<file path="config.mk">
export PLATFORM = sky130hd
export DESIGN_NAME = wdog_action_timer
export DESIGN_NICKNAME = d
export VERILOG_FILES = /design/src/rtl/wdog_pkg.sv /design/src/rtl/wdog_load_pipe.sv /design/src/rtl/wdog_regs.sv /design/src/rtl/wdog_fsm_core.sv /design/src/rtl/wdog_action_timer.sv
export SDC_FILE = /design/constraint.sdc
export NUM_CORES = 1
export LEC_CHECK = 0
export BUFFER_PORTS_ARGS = -buffer_cell sky130_fd_sc_hd__buf_4
export CAP_MARGIN = 10
export CORE_ASPECT_RATIO = 1.1
export CORE_MARGIN = 2
export CORE_UTILIZATION = 62
export DETAILED_ROUTE_END_ITERATION = 8
export GPL_ROUTABILITY_DRIVEN = 0
export PLACE_DENSITY_LB_ADDON = 0.25
export SLEW_MARGIN = 10
export SYNTH_ARGS = -nofsm -noshare
export SYNTH_HDL_FRONTEND = slang
export SYNTH_SLANG_ARGS = --single-unit
</file>
<file path="constraint.sdc">
create_clock -name clk -period 17.48 [get_ports clk]
set_input_delay 0 -clock clk [delete_from_list [all_inputs] [get_ports clk]]
set_output_delay 0 -clock clk [all_outputs]
set_load 0.005 [all_outputs]
</file>
<file path="src/rtl/wdog_pkg.sv">
package wdog_pkg;

    typedef enum logic [1:0] {
        ACT_NONE     = 2'd0,
        ACT_IRQ      = 2'd1,
        ACT_NMI      = 2'd2,
        ACT_CHIP_RST = 2'd3
    } wd_act_e;

    typedef enum logic [2:0] {
        ST_DISARMED  = 3'd0,
        ST_COUNT     = 3'd1,
        ST_ALERT     = 3'd2,
        ST_RST_PULSE = 3'd3,
        ST_SPENT     = 3'd4
    } wd_state_e;

    localparam logic [3:0] OFF_CTRL  = 4'h0;
    localparam logic [3:0] OFF_TIMER = 4'h4;

endpackage

</file>
<file path="src/rtl/wdog_load_pipe.sv">
module wdog_load_pipe #(
    parameter int W   = 32,
    parameter int LAT = 3
) (
    input  logic         clk,
    input  logic         rst_n,
    input  logic         in_valid,
    input  logic [W-1:0] in_data,
    output logic         out_valid,
    output logic [W-1:0] out_data
);
    logic         vld_q [LAT];
    logic [W-1:0] dat_q [LAT];

    for (genvar i = 0; i < LAT; i++) begin : g_stage
        if (i == 0) begin : g_head
            always_ff @(posedge clk or negedge rst_n) begin
                if (!rst_n) begin
                    vld_q[0] <= 1'b0;
                    dat_q[0] <= '0;
                end else begin
                    vld_q[0] <= in_valid;
                    dat_q[0] <= in_data;
                end
            end
        end else begin : g_body
            always_ff @(posedge clk or negedge rst_n) begin
                if (!rst_n) begin
                    vld_q[i] <= 1'b0;
                    dat_q[i] <= '0;
                end else begin
                    vld_q[i] <= vld_q[i-1];
                    dat_q[i] <= dat_q[i-1];
                end
            end
        end
    end

    assign out_valid = vld_q[LAT-1];
    assign out_data  = dat_q[LAT-1];
endmodule

</file>
<file path="src/rtl/wdog_regs.sv">
module wdog_regs
    import wdog_pkg::*;
#(
    parameter int ADDR_W = 4,
    parameter int DATA_W = 32
) (
    input  logic              clk,
    input  logic              sys_rst_n,
    input  logic              por_n,
    input  logic              bus_req,
    input  logic              bus_we,
    input  logic [ADDR_W-1:0] bus_addr,
    input  logic [DATA_W-1:0] bus_wdata,
    output logic [DATA_W-1:0] bus_rdata,
    output logic              bus_ready,
    input  logic [DATA_W-1:0] live_cnt,
    input  logic              rst_fire,
    output wd_act_e           action,
    output logic              flag,
    output logic              tmr_wr
);
    logic sel_ctrl, sel_tmr;

    assign sel_ctrl = (bus_addr == ADDR_W'(OFF_CTRL));
    assign sel_tmr  = (bus_addr == ADDR_W'(OFF_TIMER));
    assign tmr_wr   = bus_req && bus_we && sel_tmr;

    always_ff @(posedge clk or negedge sys_rst_n) begin
        if (!sys_rst_n) begin
            action    <= ACT_NONE;
            bus_ready <= 1'b0;
            bus_rdata <= '0;
        end else begin
            bus_ready <= bus_req;
            if (bus_req && bus_we && sel_ctrl)
                action <= wd_act_e'(bus_wdata[1:0]);
            if (bus_req) begin
                if (sel_ctrl)
                    bus_rdata <= {flag, {(DATA_W-3){1'b0}}, action};
                else if (sel_tmr)
                    bus_rdata <= live_cnt;
                else
                    bus_rdata <= '0;
            end
        end
    end

    always_ff @(posedge clk or negedge por_n) begin
        if (!por_n)
            flag <= 1'b0;
        else if (rst_fire)
            flag <= 1'b1;
    end
endmodule

</file>
<file path="src/rtl/wdog_fsm_core.sv">
module wdog_fsm_core
    import wdog_pkg::*;
#(
    parameter int CNT_W   = 32,
    parameter int RST_CYC = 8
) (
    input  logic             clk,
    input  logic             rst_n,
    input  wd_act_e          action,
    input  logic             ld_valid,
    input  logic [CNT_W-1:0] ld_value,
    output logic [CNT_W-1:0] cnt,
    output wd_state_e        state,
    output logic             irq_gp,
    output logic             irq_nmi,
    output logic             chip_rst_req,
    output logic             rst_fire
);
    localparam int PW = (RST_CYC > 1) ? $clog2(RST_CYC) : 1;

    wd_state_e        st_q, st_d;
    wd_act_e          kind_q;
    logic [PW-1:0]    pls_q;
    logic [CNT_W-1:0] cnt_q;
    logic             armed, pulse_done;

    assign armed      = (action != ACT_NONE);
    assign pulse_done = (pls_q == PW'(RST_CYC - 1));

    always_comb begin
        st_d = st_q;
        unique case (st_q)
            ST_DISARMED:  if (armed) st_d = ST_COUNT;
            ST_COUNT: begin
                if (!armed)
                    st_d = ST_DISARMED;
                else if (!ld_valid && cnt_q == '0)
                    st_d = (action == ACT_CHIP_RST) ? ST_RST_PULSE : ST_ALERT;
            end
            ST_ALERT, ST_SPENT: begin
                if (!armed)        st_d = ST_DISARMED;
                else if (ld_valid) st_d = ST_COUNT;
            end
            ST_RST_PULSE: if (pulse_done) st_d = ST_SPENT;
            default:      st_d = ST_DISARMED;
        endcase
    end

    always_ff @(posedge clk or negedge rst_n) begin
        if (!rst_n) begin
            st_q   <= ST_DISARMED;
            kind_q <= ACT_NONE;
            pls_q  <= '0;
        end else begin
            st_q <= st_d;
            if (st_q == ST_COUNT && st_d != ST_COUNT)
                kind_q <= action;
            if (st_q != ST_RST_PULSE)
                pls_q <= '0;
            else if (!pulse_done)
                pls_q <= pls_q + PW'(1);
        end
    end

    always_ff @(posedge clk or negedge rst_n) begin
        if (!rst_n)
            cnt_q <= '1;
        else if (ld_valid && st_q != ST_RST_PULSE)
            cnt_q <= ld_value;
        else if (st_q == ST_COUNT && armed && cnt_q != '0)
            cnt_q <= cnt_q - CNT_W'(1);
    end

    always_comb begin
        irq_gp       = (st_q == ST_ALERT) && (kind_q == ACT_IRQ);
        irq_nmi      = (st_q == ST_ALERT) && (kind_q == ACT_NMI);
        chip_rst_req = (st_q == ST_RST_PULSE);
        rst_fire     = (st_q == ST_COUNT) && (st_d == ST_RST_PULSE);
    end

    assign cnt   = cnt_q;
    assign state = st_q;
endmodule

</file>
<file path="src/rtl/wdog_action_timer.sv">
module wdog_action_timer
    import wdog_pkg::*;
#(
    parameter int ADDR_W   = 4,
    parameter int LOAD_LAT = 3,
    parameter int RST_CYC  = 8
) (
    input  logic              clk,
    input  logic              rst_n,
    input  logic              por_n,
    input  logic              bus_req,
    input  logic              bus_we,
    input  logic [ADDR_W-1:0] bus_addr,
    input  logic [31:0]       bus_wdata,
    output logic [31:0]       bus_rdata,
    output logic              bus_ready,
    output logic              irq_gp,
    output logic              irq_nmi,
    output logic              chip_rst_req
);
    localparam int DATA_W = 32;

    logic              sys_rst_n;
    wd_act_e           action;
    logic              flag, tmr_wr, rst_fire, ld_valid;
    logic [DATA_W-1:0] ld_value, live_cnt;
    wd_state_e         state;

    assign sys_rst_n = rst_n & por_n;

    wdog_regs #(.ADDR_W(ADDR_W), .DATA_W(DATA_W)) u_regs (
        .clk(clk), .sys_rst_n(sys_rst_n), .por_n(por_n),
        .bus_req(bus_req), .bus_we(bus_we), .bus_addr(bus_addr),
        .bus_wdata(bus_wdata), .bus_rdata(bus_rdata), .bus_ready(bus_ready),
        .live_cnt(live_cnt), .rst_fire(rst_fire),
        .action(action), .flag(flag), .tmr_wr(tmr_wr)
    );

    wdog_load_pipe #(.W(DATA_W), .LAT(LOAD_LAT)) u_pipe (
        .clk(clk), .rst_n(sys_rst_n),
        .in_valid(tmr_wr), .in_data(bus_wdata),
        .out_valid(ld_valid), .out_data(ld_value)
    );

    wdog_fsm_core #(.CNT_W(DATA_W), .RST_CYC(RST_CYC)) u_core (
        .clk(clk), .rst_n(sys_rst_n), .action(action),
        .ld_valid(ld_valid), .ld_value(ld_value),
        .cnt(live_cnt), .state(state),
        .irq_gp(irq_gp), .irq_nmi(irq_nmi), .chip_rst_req(chip_rst_req),
        .rst_fire(rst_fire)
    );
endmodule

</file>
==> results of run 1 <==
-- cells in the mapped netlist (2+ instances only) --
| master | number | area, sq um |
|---|---|---|
| sky130_fd_sc_hd__a31o_2 | 2 | 17.5 |
| sky130_fd_sc_hd__nand3_1 | 9 | 45.0 |
| sky130_fd_sc_hd__nand2_1 | 47 | 176 |
| sky130_fd_sc_hd__or4b_2 | 2 | 20.0 |
| sky130_fd_sc_hd__nand4b_1 | 2 | 17.5 |
| sky130_fd_sc_hd__o211ai_1 | 3 | 22.5 |
| sky130_fd_sc_hd__or2_2 | 3 | 18.8 |
| sky130_fd_sc_hd__mux2_2 | 5 | 56.3 |
| sky130_fd_sc_hd__o41ai_1 | 3 | 26.3 |
| sky130_fd_sc_hd__a31oi_1 | 28 | 175 |
| sky130_fd_sc_hd__or4_4 | 2 | 22.5 |
| sky130_fd_sc_hd__nand4_1 | 3 | 18.8 |
| sky130_fd_sc_hd__buf_2 | 5 | 25.0 |
| sky130_fd_sc_hd__dfstp_2 | 32 | 841 |
| sky130_fd_sc_hd__or4_1 | 19 | 143 |
| sky130_fd_sc_hd__nand3b_1 | 3 | 22.5 |
| sky130_fd_sc_hd__nor3_2 | 2 | 20.0 |
| sky130_fd_sc_hd__clkbuf_1 | 21 | 78.8 |
| sky130_fd_sc_hd__and2_1 | 3 | 18.8 |
| sky130_fd_sc_hd__dfrtp_1 | 143 | 3580 |
| sky130_fd_sc_hd__nor3b_1 | 3 | 22.5 |
| sky130_fd_sc_hd__mux2i_1 | 2 | 20.0 |
| sky130_fd_sc_hd__or3_1 | 20 | 125 |
| sky130_fd_sc_hd__a2bb2oi_1 | 2 | 17.5 |
| sky130_fd_sc_hd__nor3_1 | 11 | 55.1 |
| sky130_fd_sc_hd__nor4_1 | 5 | 31.3 |
| sky130_fd_sc_hd__nor2_1 | 45 | 169 |
| sky130_fd_sc_hd__o21ai_0 | 48 | 240 |
| sky130_fd_sc_hd__a21oi_1 | 3 | 15.0 |
| sky130_fd_sc_hd__o31ai_1 | 12 | 90.1 |
| sky130_fd_sc_hd__inv_1 | 37 | 139 |
| sky130_fd_sc_hd__ha_1 | 4 | 50.1 |
| sky130_fd_sc_hd__xor2_1 | 2 | 17.5 |
-- state kept, by name, indices dropped and copies added (netlist names) --
signal,flops
u_regs.flag,1
u_core.kind_q,2
u_regs.bus_ready,1
u_pipe.out_data,32
u_regs.bus_rdata,32
u_regs.action,2
u_core.pls_q,3
u_pipe.vld_q,2
u_core.cnt,32
u_core.state,3
u_pipe.out_valid,1
u_pipe.dat_q,64
-- layout make-up --
type	count	share of cell area, %
inverters	37	1.71
well taps	143	2.20
clock buffers	19	5.32
clock inverters	13	2.02
repair buffers	119	12.2
flip-flops and latches	175	54.3
multi-input cells	308	22.2
-- per-layer routing --
layer  global-route usage [%]  part of all wire [%]  up-vias
li1                         -                     -     2146
met1                     35.8                    42     2298
met2                     43.4                    51      167
met3                     5.80                   4.7       30
met4                     10.6                   2.3        0
met5                        0                     0        -
-- worst max-delay path by stage --
| stage | startpoint | end | cells after the start | slack, ns |
|---|---|---|---|---|
| final | u_core.cnt[0] | u_core.cnt[24] | 7 | 14.28 |
| after global placement | u_core.cnt[23] | u_core.cnt[15] | 5 | 14.45 |
| after detailed placement | u_core.cnt[23] | u_core.cnt[15] | 5 | 14.35 |
| after global routing | u_core.cnt[0] | u_core.cnt[24] | 7 | 14.14 |
| after floorplan | por_n | u_core.kind_q[0] | 1 | 11.95 |
| after CTS | u_core.cnt[23] | u_core.cnt[10] | 5 | 14.33 |
-- critical path, cell delays in order (launching register included) --
cell and delay [ns]:
sky130_fd_sc_hd__dfstp_2 0.40, sky130_fd_sc_hd__inv_1 0.13, sky130_fd_sc_hd__ha_1 0.21, sky130_fd_sc_hd__or4b_2 0.66, sky130_fd_sc_hd__nor4_1 0.53, sky130_fd_sc_hd__o2111ai_1 0.47
sky130_fd_sc_hd__or4_1 0.54, sky130_fd_sc_hd__a31oi_1 0.19
-- cells by family (layout without fill, tap and decap cells) --
kind of cell | Yosys count | in the layout | share of synthesized area [%]
adder cells (fa/ha/maj) | 5 | 5 | 0.928
buffers and inverters | 63 | 188 | 3.75
XOR/XNOR | 2 | 2 | 0.271
flip-flops | 175 | 175 | 68.3
AO/OA/AOI/OAI | 109 | 109 | 10.4
AND/OR/NAND/NOR | 185 | 185 | 15.2
multiplexers | 7 | 7 | 1.18
-- power breakdown --
group	leakage, nW	switching (mW)	internal, mW
clock	0.288	0.150	0.225
combinational	1.10	0.0733	0.0606
sequential	2.15	0.0503	0.468
-- per-stage QoR --
step                worst slack [ns]  utilization (%)  cell area (sq um)  power [mW]  hold slack [ns]
floorplan                      11.95                -               6470       0.597           -0.296
global placement               14.45             69.3               7140       0.635           -0.218
detailed placement             14.35             69.3               7140       0.645           -0.218
CTS                            14.33             78.9               8130        1.03          0.00893
global route                   14.14             79.0               8130        1.08           0.0348
finish                         14.28             79.0               8130        1.03           0.0275
==> key figures, run 1 <==
Placement
  • I/O Buffers: 76
  • Total placed cells including tap cells: 742
  • HPWL after DPL: between 8 and 9 mm

Power
  • Leak Pwr: between 3 and 4 nW
  • Worst vdd ir: 0.133 mV
  • Cell Pwr Density: 126 mW/mm^2

Final layout
  • Layout overhead on the synthesized area: 25.7%
  • Area taken by multi-input logic gates: between 0.0015 and 0.002 sq mm
  • Commonest cells after routing, fill and taps aside: sky130_fd_sc_hd__dfrtp_1, sky130_fd_sc_hd__buf_4, sky130_fd_sc_hd__o21ai_0, sky130_fd_sc_hd__nand2_1, sky130_fd_sc_hd__nor2_1
  • Antenna Cells: 0
  • Most common cell after layout, fill and taps aside: sky130_fd_sc_hd__dfrtp_1
  • Layout Cells excl Fill: approximately 810
  • Share of post-route cells with drive strength above 1: roughly 24%
  • Sequential standard cell area: 0.00442 sq mm
  • Final layout net count: around 700
  • Number of fill cells in the layout: about 600

STA
  • Setup tns final: 0 ns
  • Setup violation total in the final timing report: 0
  • Maximum clock frequency: about 0.31 GHz
  • Final period utilization: approximately 18%
  • Min Clock Period, post-route: about 3.2 ns
  • Post-route clock skew: around 0.0066 ns
  • RSZ-0062 raised after global routing: false
  • Final Hold Vio Count: 0
  • Slew headroom: 23.0%
  • Pins over their slew limit: 0
  • Actual slew at the worst max-slew pin: roughly 1.2 ns

Clocking
  • Worst-path clk slew: 0.06 ns
  • Number of clock buffers inserted by TritonCTS: 17
  • Largest buffer count on any clock path: 2
  • Maximum level of the CTS H-tree: 4
  • TritonCTS Sinks: 175
  • Post-CTS setup repair buffer count: 0
  • CTS Root Buffer Type: sky130_fd_sc_hd__clkbuf_16
  • Hold-fix buffer count after cts: 39
  • Clock Latency Late Sink: ~0.42 ns
  • Clock tree from TritonCTS: built
  • Post-cts repair resize count: 0

Setup path
  • Crit Reg-Reg Startpoint: u_core.cnt[0]
  • Arrival time of the worst setup path: between 3 and 4 ns
  • Classification of the worst setup path: register to register
  • Required arrival time at the worst endpoint: approximately 18 ns
  • Highest net fanout along the worst path: 9
  • Worst-case reg-to-reg path depth: 7
  • Setup crit end kind: register
  • Internal reg-to-reg setup slack: 14.28 ns
  • CP startpoint kind: register
  • Destination of the worst register-to-register timing path: u_core.cnt[24]

Synth
  • Prevailing post-synth register cell: sky130_fd_sc_hd__dfrtp_1
  • Count of synthesis-stage warnings from yosys: 0
  • Fraction of the yosys area taken by sequential cells: roughly two thirds
  • Cell area after synthesis: 0.00647 sq mm
  • Post-synth EDFFs: 0
  • Avg Inst Size Synth: 11.8 sq um
  • Total nets after synthesis: 591
  • Number of storage elements in the synthesis netlist: ~180
  • Share of synthesized flip-flops with an asynchronous set or reset: 100%
  • Distinct cells, synth: 48
  • Synthesized instance count: around 550

Routing
  • Routed wire length: about 14 mm
  • Per-cell via count in the routed design: about 5.7
  • Drt initial violations: 504
  • First-pass DRT Iterations: 6
  • Final routed wire length divided by cell count: between 15 and 20 microns
  • Final routed DRC violation total: 0
  • Count of antenna-violating nets left after detailed routing: 0
  • Total number of vias: 4,641

Hold path
  • Min-delay src: bus_addr[2]
  • Hold worst-path end: u_regs.action[1]
  • Hold path cells: 3
  • Worst min-delay path class: input port to register

Die
  • FP Rows: 39
  • Area of the core: about 0.010 sq mm
  • Overall die area: between 0.01 and 0.015 sq mm
  • Die height: around 110 microns
  • Starting density of the core: between 60% and 70%
  • IO Pins: 77
  • Die Span X: just over 100 microns

GRT
  • Overall global routing resource usage: a little over a quarter
  • Remaining Overflow, GRT: 0
  • Antenna violations before repair: 0
  • First-pass GRT wire length: 23.2 mm
  • Number of global-route vias before repair: roughly 4,700
  • Largest net degree at the start of global routing: roughly 90

Status
  • Status: finished clean

Job
  • Max-cap violation count: 0
No activity file was read; power rests on OpenSTA's default activity.
==> run 2: changes to the inputs <==
--- a/config.mk
+++ b/config.mk
@@ -9,7 +9,7 @@
 export CAP_MARGIN = 10
 export CORE_ASPECT_RATIO = 1.1
 export CORE_MARGIN = 2
-export CORE_UTILIZATION = 62
+export CORE_UTILIZATION = 57
 export DETAILED_ROUTE_END_ITERATION = 8
 export GPL_ROUTABILITY_DRIVEN = 0
 export PLACE_DENSITY_LB_ADDON = 0.25
==> constraint.sdc (replaced) <==
create_clock -name clk -period 3.3 [get_ports clk]
set_input_delay 0 -clock clk [delete_from_list [all_inputs] [get_ports clk]]
set_output_delay 0 -clock clk [all_outputs]
set_load 0.005 [all_outputs]
==> run 2 against run 1 <==
  * Combinational power rose to 5.4 times the previous value
  * Hold slack got worse by 0.0028 ns
  * Clock skew rose by 0.016 ns
  * Design area rose by 0.80%
  * Power rose to 5.4 times the previous value
  * Die area rose by 8.4%
  * Via count fell by 0.37%
  * Maximum frequency rose by 6.4%
  * Setup slack got worse by 14 ns
  * Routed wire length fell by 1.2%
  * Clock-buffer cell count fell by 2
  * Clock power rose to 5.4 times the previous value
  * Critical path type unchanged
  * Highest routed layer unchanged
==> key figures, run 2 (same netlist as run 1, synthesis figures left out) <==
Status
  • Status: finished clean (unchanged)

STA
  • Setup violation total in the final timing report: 0 (unchanged)
  • Min Clock Period, post-route: 3.01 ns (was 3.20 ns)
  • Maximum clock frequency: 0.332 GHz (was 0.312 GHz)
  • Actual slew at the worst max-slew pin: 1.13 ns (was 1.15 ns)
  • RSZ-0062 raised after global routing: false (unchanged)
  • Pins over their slew limit: 0 (unchanged)
  • Setup tns final: 0 ns (unchanged)
  • Worst hold slack across all endpoints: 0.0247 ns (was 0.0275 ns)
  • Post-route clock skew: 0.0228 ns (was 0.00664 ns)
  • Slew headroom: 24.9% (was 23.0%)
  • Final period utilization: 91.3% (was 18.3%)
  • Final Hold Vio Count: 0 (unchanged)

GRT
  • Number of global-route vias before repair: 4,525 (was 4,700)
  • First-pass GRT wire length: 22.6 mm (was 23.2 mm)
  • Overall global routing resource usage: 23.9% (was 26.9%)
  • Remaining Overflow, GRT: 0 (unchanged)
  • Largest net degree at the start of global routing: 70 (was 89)
  • Antenna violations before repair: 0 (unchanged)

Routing
  • Uppermost metal layer occupied by signal nets: met4 (unchanged)
  • Routed length on met1: 5.80 mm (was 5.79 mm)
  • Per-cell via count in the routed design: 5.63 (was 5.70)
  • Routed wire length: 13.7 mm (was 13.9 mm)
  • Final routed wire length divided by cell count: 16.6 microns (was 17.0 microns)
  • Count of antenna-violating nets left after detailed routing: 0 (unchanged)
  • Total number of vias: 4,624 (was 4,641)
  • Final routed DRC violation total: 0 (unchanged)
  • First-pass DRT Iterations: 5 (was 6)
  • Drt initial violations: 468 (was 504)
  • Wire length on met2: 6.96 mm (was 7.10 mm)
  • Met3 wire length: 652 microns (was 653 microns)

Setup path
  • CP startpoint kind: register (unchanged)
  • Path length in cells of the critical path: 7 (unchanged)
  • Worst path top cell family by delay: simple AND/OR/NAND/NOR gates (unchanged)
  • Largest stage delay on the critical path: 0.67 ns (was 0.66 ns)
  • Classification of the worst setup path: register to register (unchanged)
  • Destination of the worst register-to-register timing path: u_core.cnt[24] (unchanged)
  • Internal reg-to-reg setup slack: 0.29 ns (was 14.28 ns)
  • Buf/Inv on CP: 1 (unchanged)
  • Crit Reg-Reg Startpoint: u_core.cnt[0] (unchanged)
  • Worst setup path endpoint: u_core.cnt[24] (unchanged)
  • Standard cell with the maximum stage delay on the critical path: sky130_fd_sc_hd__or4b_2 (unchanged)
  • Highest net fanout along the worst path: 9 (unchanged)
  • Required arrival time at the worst endpoint: 3.64 ns (was 17.83 ns)
  • Ordered cell list for the critical path: inv_1, ha_1, or4b_2, nor4_1, o2111ai_1, or4_1, a31oi_1 (unchanged)
  • Start point of the critical path: u_core.cnt[0] (unchanged)
  • Arrival time of the worst setup path: 3.35 ns (was 3.55 ns)
  • Setup crit end kind: register (unchanged)
  • Worst-case reg-to-reg path depth: 7 (unchanged)

Clocking
  • Clock tree from TritonCTS: built (unchanged)
  • Post-cts repair resize count: 0 (unchanged)
  • CTS Root Buffer Type: sky130_fd_sc_hd__clkbuf_16 (unchanged)
  • TritonCTS Sinks: 175 (unchanged)
  • Maximum level of the CTS H-tree: 4 (unchanged)
  • Number of clock buffers inserted by TritonCTS: 17 (unchanged)
  • Worst-path clk slew: 0.07 ns (was 0.06 ns)
  • Clock Latency Late Sink: 0.43 ns (was 0.42 ns)
  • Largest buffer count on any clock path: 2 (unchanged)
  • Post-CTS setup repair buffer count: 0 (unchanged)

Die
  • Die height: 116 microns (was 111 microns)
  • Die Span X: 106 microns (was 101 microns)
  • Area of the core: 0.0110 sq mm (was 0.0103 sq mm)
  • Overall die area: 0.0122 sq mm (was 0.0113 sq mm)
  • FP Rows: 40 (was 39)
  • IO Pins: 77 (unchanged)
  • Starting density of the core: 58.8% (was 62.8%)

Power
  • Worst vdd ir: 0.386 mV (was 0.133 mV)
  • Cell Pwr Density: 671 mW/mm^2 (was 126 mW/mm^2)
  • Cell-internal power: 3.96 mW (was 754 uW)
  • Leak Pwr: 3.58 nW (was 3.54 nW)
  • Proportion of power drawn by combinational gates: 13.1% (was 13.0%)
  • Switching Share: 28.0% (was 26.6%)
  • Clock network fraction of total power: 37.1% (was 36.5%)
  • Total net switching power: 1.54 mW (was 274 uW)
  • Flop pwr share: 49.7% (was 50.4%)

Final layout
  • Commonest cells after routing, fill and taps aside: sky130_fd_sc_hd__dfrtp_1, sky130_fd_sc_hd__buf_4, sky130_fd_sc_hd__o21ai_0, sky130_fd_sc_hd__nand2_1, sky130_fd_sc_hd__nor2_1 (unchanged)
  • Flip-flop count of the largest register after layout: 64 (unchanged)
  • Antenna Cells: 0 (unchanged)
  • Final layout net count: 707 (was 703)
  • Largest Register: u_pipe.dat_q (unchanged)
  • Final design instance area without fill: 0.00820 sq mm (was 0.00813 sq mm)
  • Number of fill cells in the layout: 755 (was 599)
  • Layout overhead on the synthesized area: 26.8% (was 25.7%)
  • Most common cell after layout, fill and taps aside: sky130_fd_sc_hd__dfrtp_1 (unchanged)
  • Share of post-route cells with drive strength above 1: 24.9% (was 24.1%)

Placement
  • I/O Buffers: 76 (unchanged)
  • HPWL after DPL: 8.63 mm (was 8.22 mm)
  • Post-detailed-placement cell area: 0.00719 sq mm (was 0.00714 sq mm)

Hold path
  • Worst min-delay path class: input port to register (unchanged)

Job
  • Max-cap violation count: 0 (unchanged)
run 2: how the worst min path moves through the flow:
| stage | end | cells after the start | start |
|---|---|---|---|
| after floorplan | u_regs.flag | 0 | por_n |
| after global placement | u_regs.flag | 1 | por_n |
| after detailed placement | u_regs.flag | 1 | por_n |
| after CTS | u_regs.action[0] | 4 | bus_addr[1] |
| after global routing | u_regs.action[0] | 3 | bus_addr[2] |
| final | u_regs.action[0] | 3 | bus_addr[2] |
run 2: area by class of cell:
type	count	area, sq um	share of cell area [%]
Clock inverter	15	189	2.30
Inverter	37	139	1.69
Multi-Input combinational cell	308	1810	22.1
Clock buffer	17	425	5.19
Tap cell	147	184	2.24
Timing Repair Buffer	123	1030	12.6
Sequential cell	175	4420	53.9
run 2: per-layer routing:
metal	track usage, %	up-vias
met1	31.5	2283
met4	7.28	0
met2	40.7	154
met3	5.06	30
met5	0	-
li1	-	2157
run 2: power by group through the flow:
stage               clock network [mW]  logic, mW  registers [mW]
floorplan                            0      0.497            2.67
global placement                     0      0.647            2.74
detailed placement                   0      0.672            2.76
CTS                               2.08      0.715            2.73
global route                      2.17      0.801            2.77
finish                            2.04      0.723            2.74
run 2: worst min-delay path, cell delays in order:
cell and delay [ns]:
sky130_fd_sc_hd__buf_4 0.11, sky130_fd_sc_hd__nand4b_1 0.14, sky130_fd_sc_hd__mux2_2 0.15
run 2: repair_timing:
item                                    CTS  global route
hold buffers                             39             0
hold endpoints to repair                 91             0
endpoints found under the setup margin    0             0
run 2: through the flow:
| step | utilization (%) | setup WS [ns] | power, mW | std cells |
|---|---|---|---|---|
| after floorplan | - | 0.454 | 3.16 | 546 |
| after global placement | 65.3 | 0.458 | 3.38 | 751 |
| after detailed placement | 65.3 | 0.336 | 3.43 | 751 |
| after CTS | 74.5 | 0.314 | 5.52 | 822 |
| after global routing | 74.5 | 0.0774 | 5.74 | 822 |
| final | 74.5 | 0.288 | 5.50 | 822 |
==> run 3: changes to the inputs <==
--- a/config.mk
+++ b/config.mk
@@ -5,15 +5,16 @@
 export SDC_FILE = /design/constraint.sdc
 export NUM_CORES = 1
 export LEC_CHECK = 0
+export ABC_AREA = 1
 export BUFFER_PORTS_ARGS = -buffer_cell sky130_fd_sc_hd__buf_4
 export CAP_MARGIN = 10
-export CORE_ASPECT_RATIO = 1.1
+export CORE_ASPECT_RATIO = 1.25
 export CORE_MARGIN = 2
-export CORE_UTILIZATION = 57
+export CORE_UTILIZATION = 58
 export DETAILED_ROUTE_END_ITERATION = 8
 export GPL_ROUTABILITY_DRIVEN = 0
 export PLACE_DENSITY_LB_ADDON = 0.25
-export SLEW_MARGIN = 10
+export SLEW_MARGIN = 20
 export SYNTH_ARGS = -nofsm -noshare
 export SYNTH_HDL_FRONTEND = slang
 export SYNTH_SLANG_ARGS = --single-unit
==> run 3 against run 2 <==
  * Core utilization shrank 0.48 points
  * Setup slack better by 0.63 ns
  * Flip-flop and latch count is the same
  * Non-clock buffer count decreased by 2
  * Register-to-register slack improved by 0.63 ns
  * Routed wire length is 3.2% higher
  * Maximum frequency increased by 27%
==> key figures, run 3 <==
Status
  • Status: finished clean (unchanged)

Final layout
  • Largest Register: u_pipe.dat_q (unchanged)
  • Commonest cells after routing, fill and taps aside: sky130_fd_sc_hd__dfrtp_1, sky130_fd_sc_hd__nand2_1, sky130_fd_sc_hd__buf_4, sky130_fd_sc_hd__nor2_1, sky130_fd_sc_hd__inv_1 (was sky130_fd_sc_hd__dfrtp_1, sky130_fd_sc_hd__buf_4, sky130_fd_sc_hd__o21ai_0, sky130_fd_sc_hd__nand2_1, sky130_fd_sc_hd__nor2_1)
  • Most common cell after layout, fill and taps aside: sky130_fd_sc_hd__dfrtp_1 (unchanged)
  • Share of post-route cells with drive strength above 1: 25.6% (was 24.9%)
  • Flip-flop count of the largest register after layout: 64 (unchanged)
  • Final design instance area without fill: 0.00855 sq mm (was 0.00820 sq mm)
  • Layout overhead on the synthesized area: 24.7% (was 26.8%)
  • Number of fill cells in the layout: 800 (was 755)
  • Antenna Cells: 0 (unchanged)
  • Final core utilization: 74.0% (was 74.5%)
  • Final layout net count: 816 (was 707)

Clocking
  • Post-CTS setup repair buffer count: 0 (unchanged)
  • Number of clock buffers inserted by TritonCTS: 17 (unchanged)
  • Maximum level of the CTS H-tree: 4 (unchanged)
  • TritonCTS Sinks: 175 (unchanged)
  • Clock tree from TritonCTS: built (unchanged)
  • Hold-fix buffer count after cts: 39 (unchanged)
  • Largest buffer count on any clock path: 2 (unchanged)
  • CTS Root Buffer Type: sky130_fd_sc_hd__clkbuf_16 (unchanged)
  • Clock Latency Late Sink: 0.43 ns (about the same)
  • Worst-path clk slew: 0.07 ns (about the same)
  • Post-cts repair resize count: 0 (unchanged)

Die
  • FP Rows: 44 (was 40)
  • Die Span X: 101 microns (was 106 microns)
  • IO Pins: 77 (unchanged)
  • Starting density of the core: 59.3% (was 58.8%)
  • Area of the core: 0.0116 sq mm (was 0.0110 sq mm)
  • Die height: 126 microns (was 116 microns)
  • Overall die area: 0.0127 sq mm (was 0.0122 sq mm)

STA
  • RSZ-0062 raised after global routing: false (unchanged)
  • Min Clock Period, post-route: 2.38 ns (was 3.01 ns)
  • Final period utilization: 72.1% (was 91.3%)
  • Setup tns final: 0 ns (unchanged)
  • Post-route clock skew: 0.0119 ns (was 0.0228 ns)
  • Actual slew at the worst max-slew pin: 0.778 ns (was 1.13 ns)
  • Maximum clock frequency: 0.420 GHz (was 0.332 GHz)
  • Final Hold Vio Count: 0 (unchanged)
  • Setup violation total in the final timing report: 0 (unchanged)
  • Pins over their slew limit: 0 (unchanged)
  • Slew headroom: 48.1% (was 24.9%)

Setup path
  • Worst path top cell family by delay: simple AND/OR/NAND/NOR gates (unchanged)
  • Standard cell with the maximum stage delay on the critical path: sky130_fd_sc_hd__nand2_4 (was sky130_fd_sc_hd__or4b_2)
  • Highest net fanout along the worst path: 38 (was 9)
  • Ordered cell list for the critical path: inv_1, ha_1, nand3_1, nor2_2, nand2_2, o21ai_4, nand2_4, inv_2, nor2_1, o21ai_0, o21ai_2 (was inv_1, ha_1, or4b_2, nor4_1, o2111ai_1, or4_1, a31oi_1)
  • Classification of the worst setup path: register to register (unchanged)
  • Setup crit end kind: register (unchanged)
  • Path length in cells of the critical path: 11 (was 7)
  • Buf/Inv on CP: 2 (was 1)
  • Start point of the critical path: u_core.cnt[1] (was u_core.cnt[0])
  • Crit Reg-Reg Startpoint: u_core.cnt[1] (was u_core.cnt[0])
  • Largest stage delay on the critical path: 0.40 ns (was 0.67 ns)
  • Arrival time of the worst setup path: 2.72 ns (was 3.35 ns)
  • Worst-case reg-to-reg path depth: 11 (was 7)
  • Worst setup path endpoint: u_core.cnt[31] (was u_core.cnt[24])
  • Internal reg-to-reg setup slack: 0.92 ns (was 0.29 ns)
  • Destination of the worst register-to-register timing path: u_core.cnt[31] (was u_core.cnt[24])
  • CP startpoint kind: register (unchanged)
  • Required arrival time at the worst endpoint: 3.64 ns (about the same)

Synth
  • Fraction of the yosys area taken by sequential cells: 64.5% (was 68.3%)
  • Commonest cells post-synth: sky130_fd_sc_hd__dfrtp_1, sky130_fd_sc_hd__nand2_1, sky130_fd_sc_hd__inv_1, sky130_fd_sc_hd__nor2_1 (was sky130_fd_sc_hd__dfrtp_1, sky130_fd_sc_hd__o21ai_0, sky130_fd_sc_hd__nand2_1)
  • Library cell with the highest instance count after synthesis: sky130_fd_sc_hd__dfrtp_1 (unchanged)
  • Synthesized instance count: 652 (was 546)
  • Cell type with the largest total area after synthesis: sky130_fd_sc_hd__dfrtp_1 (unchanged)
  • Avg Inst Size Synth: 10.5 sq um (was 11.8 sq um)
  • Total nets after synthesis: 697 (was 591)
  • Number of storage elements in the synthesis netlist: 175 (unchanged)
  • Distinct cells, synth: 39 (was 48)
  • Share of synthesized flip-flops with an asynchronous set or reset: 100% (unchanged)
  • Cell area after synthesis: 0.00686 sq mm (was 0.00647 sq mm)
  • Count of synthesis-stage warnings from yosys: 0 (unchanged)
  • Largest cells by area after synthesis: sky130_fd_sc_hd__dfrtp_1, sky130_fd_sc_hd__dfstp_2, sky130_fd_sc_hd__nand2_1, sky130_fd_sc_hd__inv_1, sky130_fd_sc_hd__nor2_1 (was sky130_fd_sc_hd__dfrtp_1, sky130_fd_sc_hd__dfstp_2, sky130_fd_sc_hd__o21ai_0, sky130_fd_sc_hd__nand2_1, sky130_fd_sc_hd__a31oi_1)
  • Post-synth EDFFs: 0 (unchanged)
  • Prevailing post-synth register cell: sky130_fd_sc_hd__dfrtp_1 (unchanged)
  • Area share of the largest cell type after synthesis: 52.2% (was 55.3%)

Routing
  • Final routed DRC violation total: 0 (unchanged)
  • Final routed wire length divided by cell count: 15.3 microns (was 16.6 microns)
  • Count of antenna-violating nets left after detailed routing: 0 (unchanged)
  • Drt initial violations: 417 (was 468)
  • Routed wire length: 14.1 mm (was 13.7 mm)
  • Total number of vias: 4,923 (was 4,624)
  • Per-cell via count in the routed design: 5.34 (was 5.63)
  • First-pass DRT Iterations: 7 (was 5)

Placement
  • HPWL after DPL: 9.23 mm (was 8.63 mm)
  • I/O Buffers: 76 (unchanged)
  • Post-detailed-placement cell area: 0.00756 sq mm (was 0.00719 sq mm)

GRT
  • Number of global-route vias before repair: 4,994 (was 4,525)
  • Remaining Overflow, GRT: 0 (unchanged)
  • First-pass GRT wire length: 23.8 mm (was 22.6 mm)
  • Antenna violations before repair: 0 (unchanged)
  • Overall global routing resource usage: 24.0% (was 23.9%)
  • Largest net degree at the start of global routing: 65 (was 70)

Power
  • Cell Pwr Density: 758 mW/mm^2 (was 671 mW/mm^2)
  • Leak Pwr: 3.96 nW (was 3.58 nW)
  • Worst vdd ir: 0.451 mV (was 0.386 mV)
  • Total Power: 6.48 mW (was 5.50 mW)

Hold path
  • Worst min-delay path class: input port to register (unchanged)

Job
  • Max-cap violation count: 0 (unchanged)
run 3: cell count changes after synthesis, moves of 12 or more:
cell	previous run	this run
sky130_fd_sc_hd__nand2_1	47	116
sky130_fd_sc_hd__inv_1	37	73
sky130_fd_sc_hd__o22ai_1	0	32
sky130_fd_sc_hd__o21ai_0	48	17
sky130_fd_sc_hd__nor2_1	45	73
sky130_fd_sc_hd__a31oi_1	28	3
sky130_fd_sc_hd__nand3_1	9	32
sky130_fd_sc_hd__or3_1	20	0
sky130_fd_sc_hd__or4_1	19	0
sky130_fd_sc_hd__nor2_2	0	13
sky130_fd_sc_hd__o21ai_2	0	12
run 3: logic make-up (layout without fill, tap and decap cells):
kind of cell / after synthesis / count (layout) / synth area share [%]
AOI/OAI and AO/OA: 105 / 105 / 11.0
xor gates and xnor gates: 13 / 13 / 1.66
adders and majority gates: 4 / 4 / 0.730
buffers and inverters: 98 / 230 / 5.88
DFF: 175 / 175 / 64.5
muxes: 3 / 3 / 0.493
and+or+nand+nor: 254 / 254 / 15.8
run 3: worst min-delay path by stage:
stage          cells past startpoint                   end           from  slack [ns]
2_1_floorplan                      0           u_regs.flag          por_n       -0.30
3_3_place_gp                       1           u_regs.flag          por_n       -0.22
3_5_place_dp                       1           u_regs.flag          por_n       -0.22
4_1_cts                            5  u_regs.bus_rdata[31]    bus_addr[1]        0.18
5_1_grt                            2      u_pipe.dat_q[86]  bus_wdata[22]        0.21
6_report                           5  u_regs.bus_rdata[31]    bus_addr[1]        0.19
run 3: worst register-to-register path, stage by stage, from the launching register on:
cell and delay (ns):
sky130_fd_sc_hd__dfstp_2 0.36, sky130_fd_sc_hd__inv_1 0.14, sky130_fd_sc_hd__ha_1 0.18, sky130_fd_sc_hd__nand3_1 0.09
sky130_fd_sc_hd__nor2_2 0.13, sky130_fd_sc_hd__nand2_2 0.08, sky130_fd_sc_hd__o21ai_4 0.31, sky130_fd_sc_hd__nand2_4 0.40
sky130_fd_sc_hd__inv_2 0.36, sky130_fd_sc_hd__nor2_1 0.07, sky130_fd_sc_hd__o21ai_0 0.10, sky130_fd_sc_hd__o21ai_2 0.08
run 3: metrics by stage:
stage | hold WS (ns) | cells | setup slack, ns
finish | 0.186 | 922 | 0.921
global route | 0.211 | 922 | 0.760
CTS | 0.179 | 922 | 0.962
detailed placement | -0.218 | 851 | 0.990
global placement | -0.220 | 851 | 1.06
floorplan | -0.296 | 652 | 0.991
run 3: layer usage:
metal	wire, microns	up-vias	track usage, %
li1	-	2351	-
met1	5840	2382	31.9
met2	7260	160	39.5
met3	727	30	4.47
met4	303	0	8.82
met5	0	-	0
run 3: layout make-up:
class / instances / area [sq um] / area share, %
clock buffer: 18 / 429 / 5.02
clock inverter: 14 / 171 / 2.00
inverter: 77 / 293 / 3.42
multi-input combinational: 379 / 2040 / 23.8
sequential: 175 / 4420 / 51.7
tap: 138 / 173 / 2.02
timing repair buffer: 121 / 1030 / 12.1
run 3: power by group:
group          switching [mW]  total, mW  internal, mW
combinational            1.11       1.71         0.600
clock                   0.869       2.01          1.14
sequential              0.250       2.76          2.51
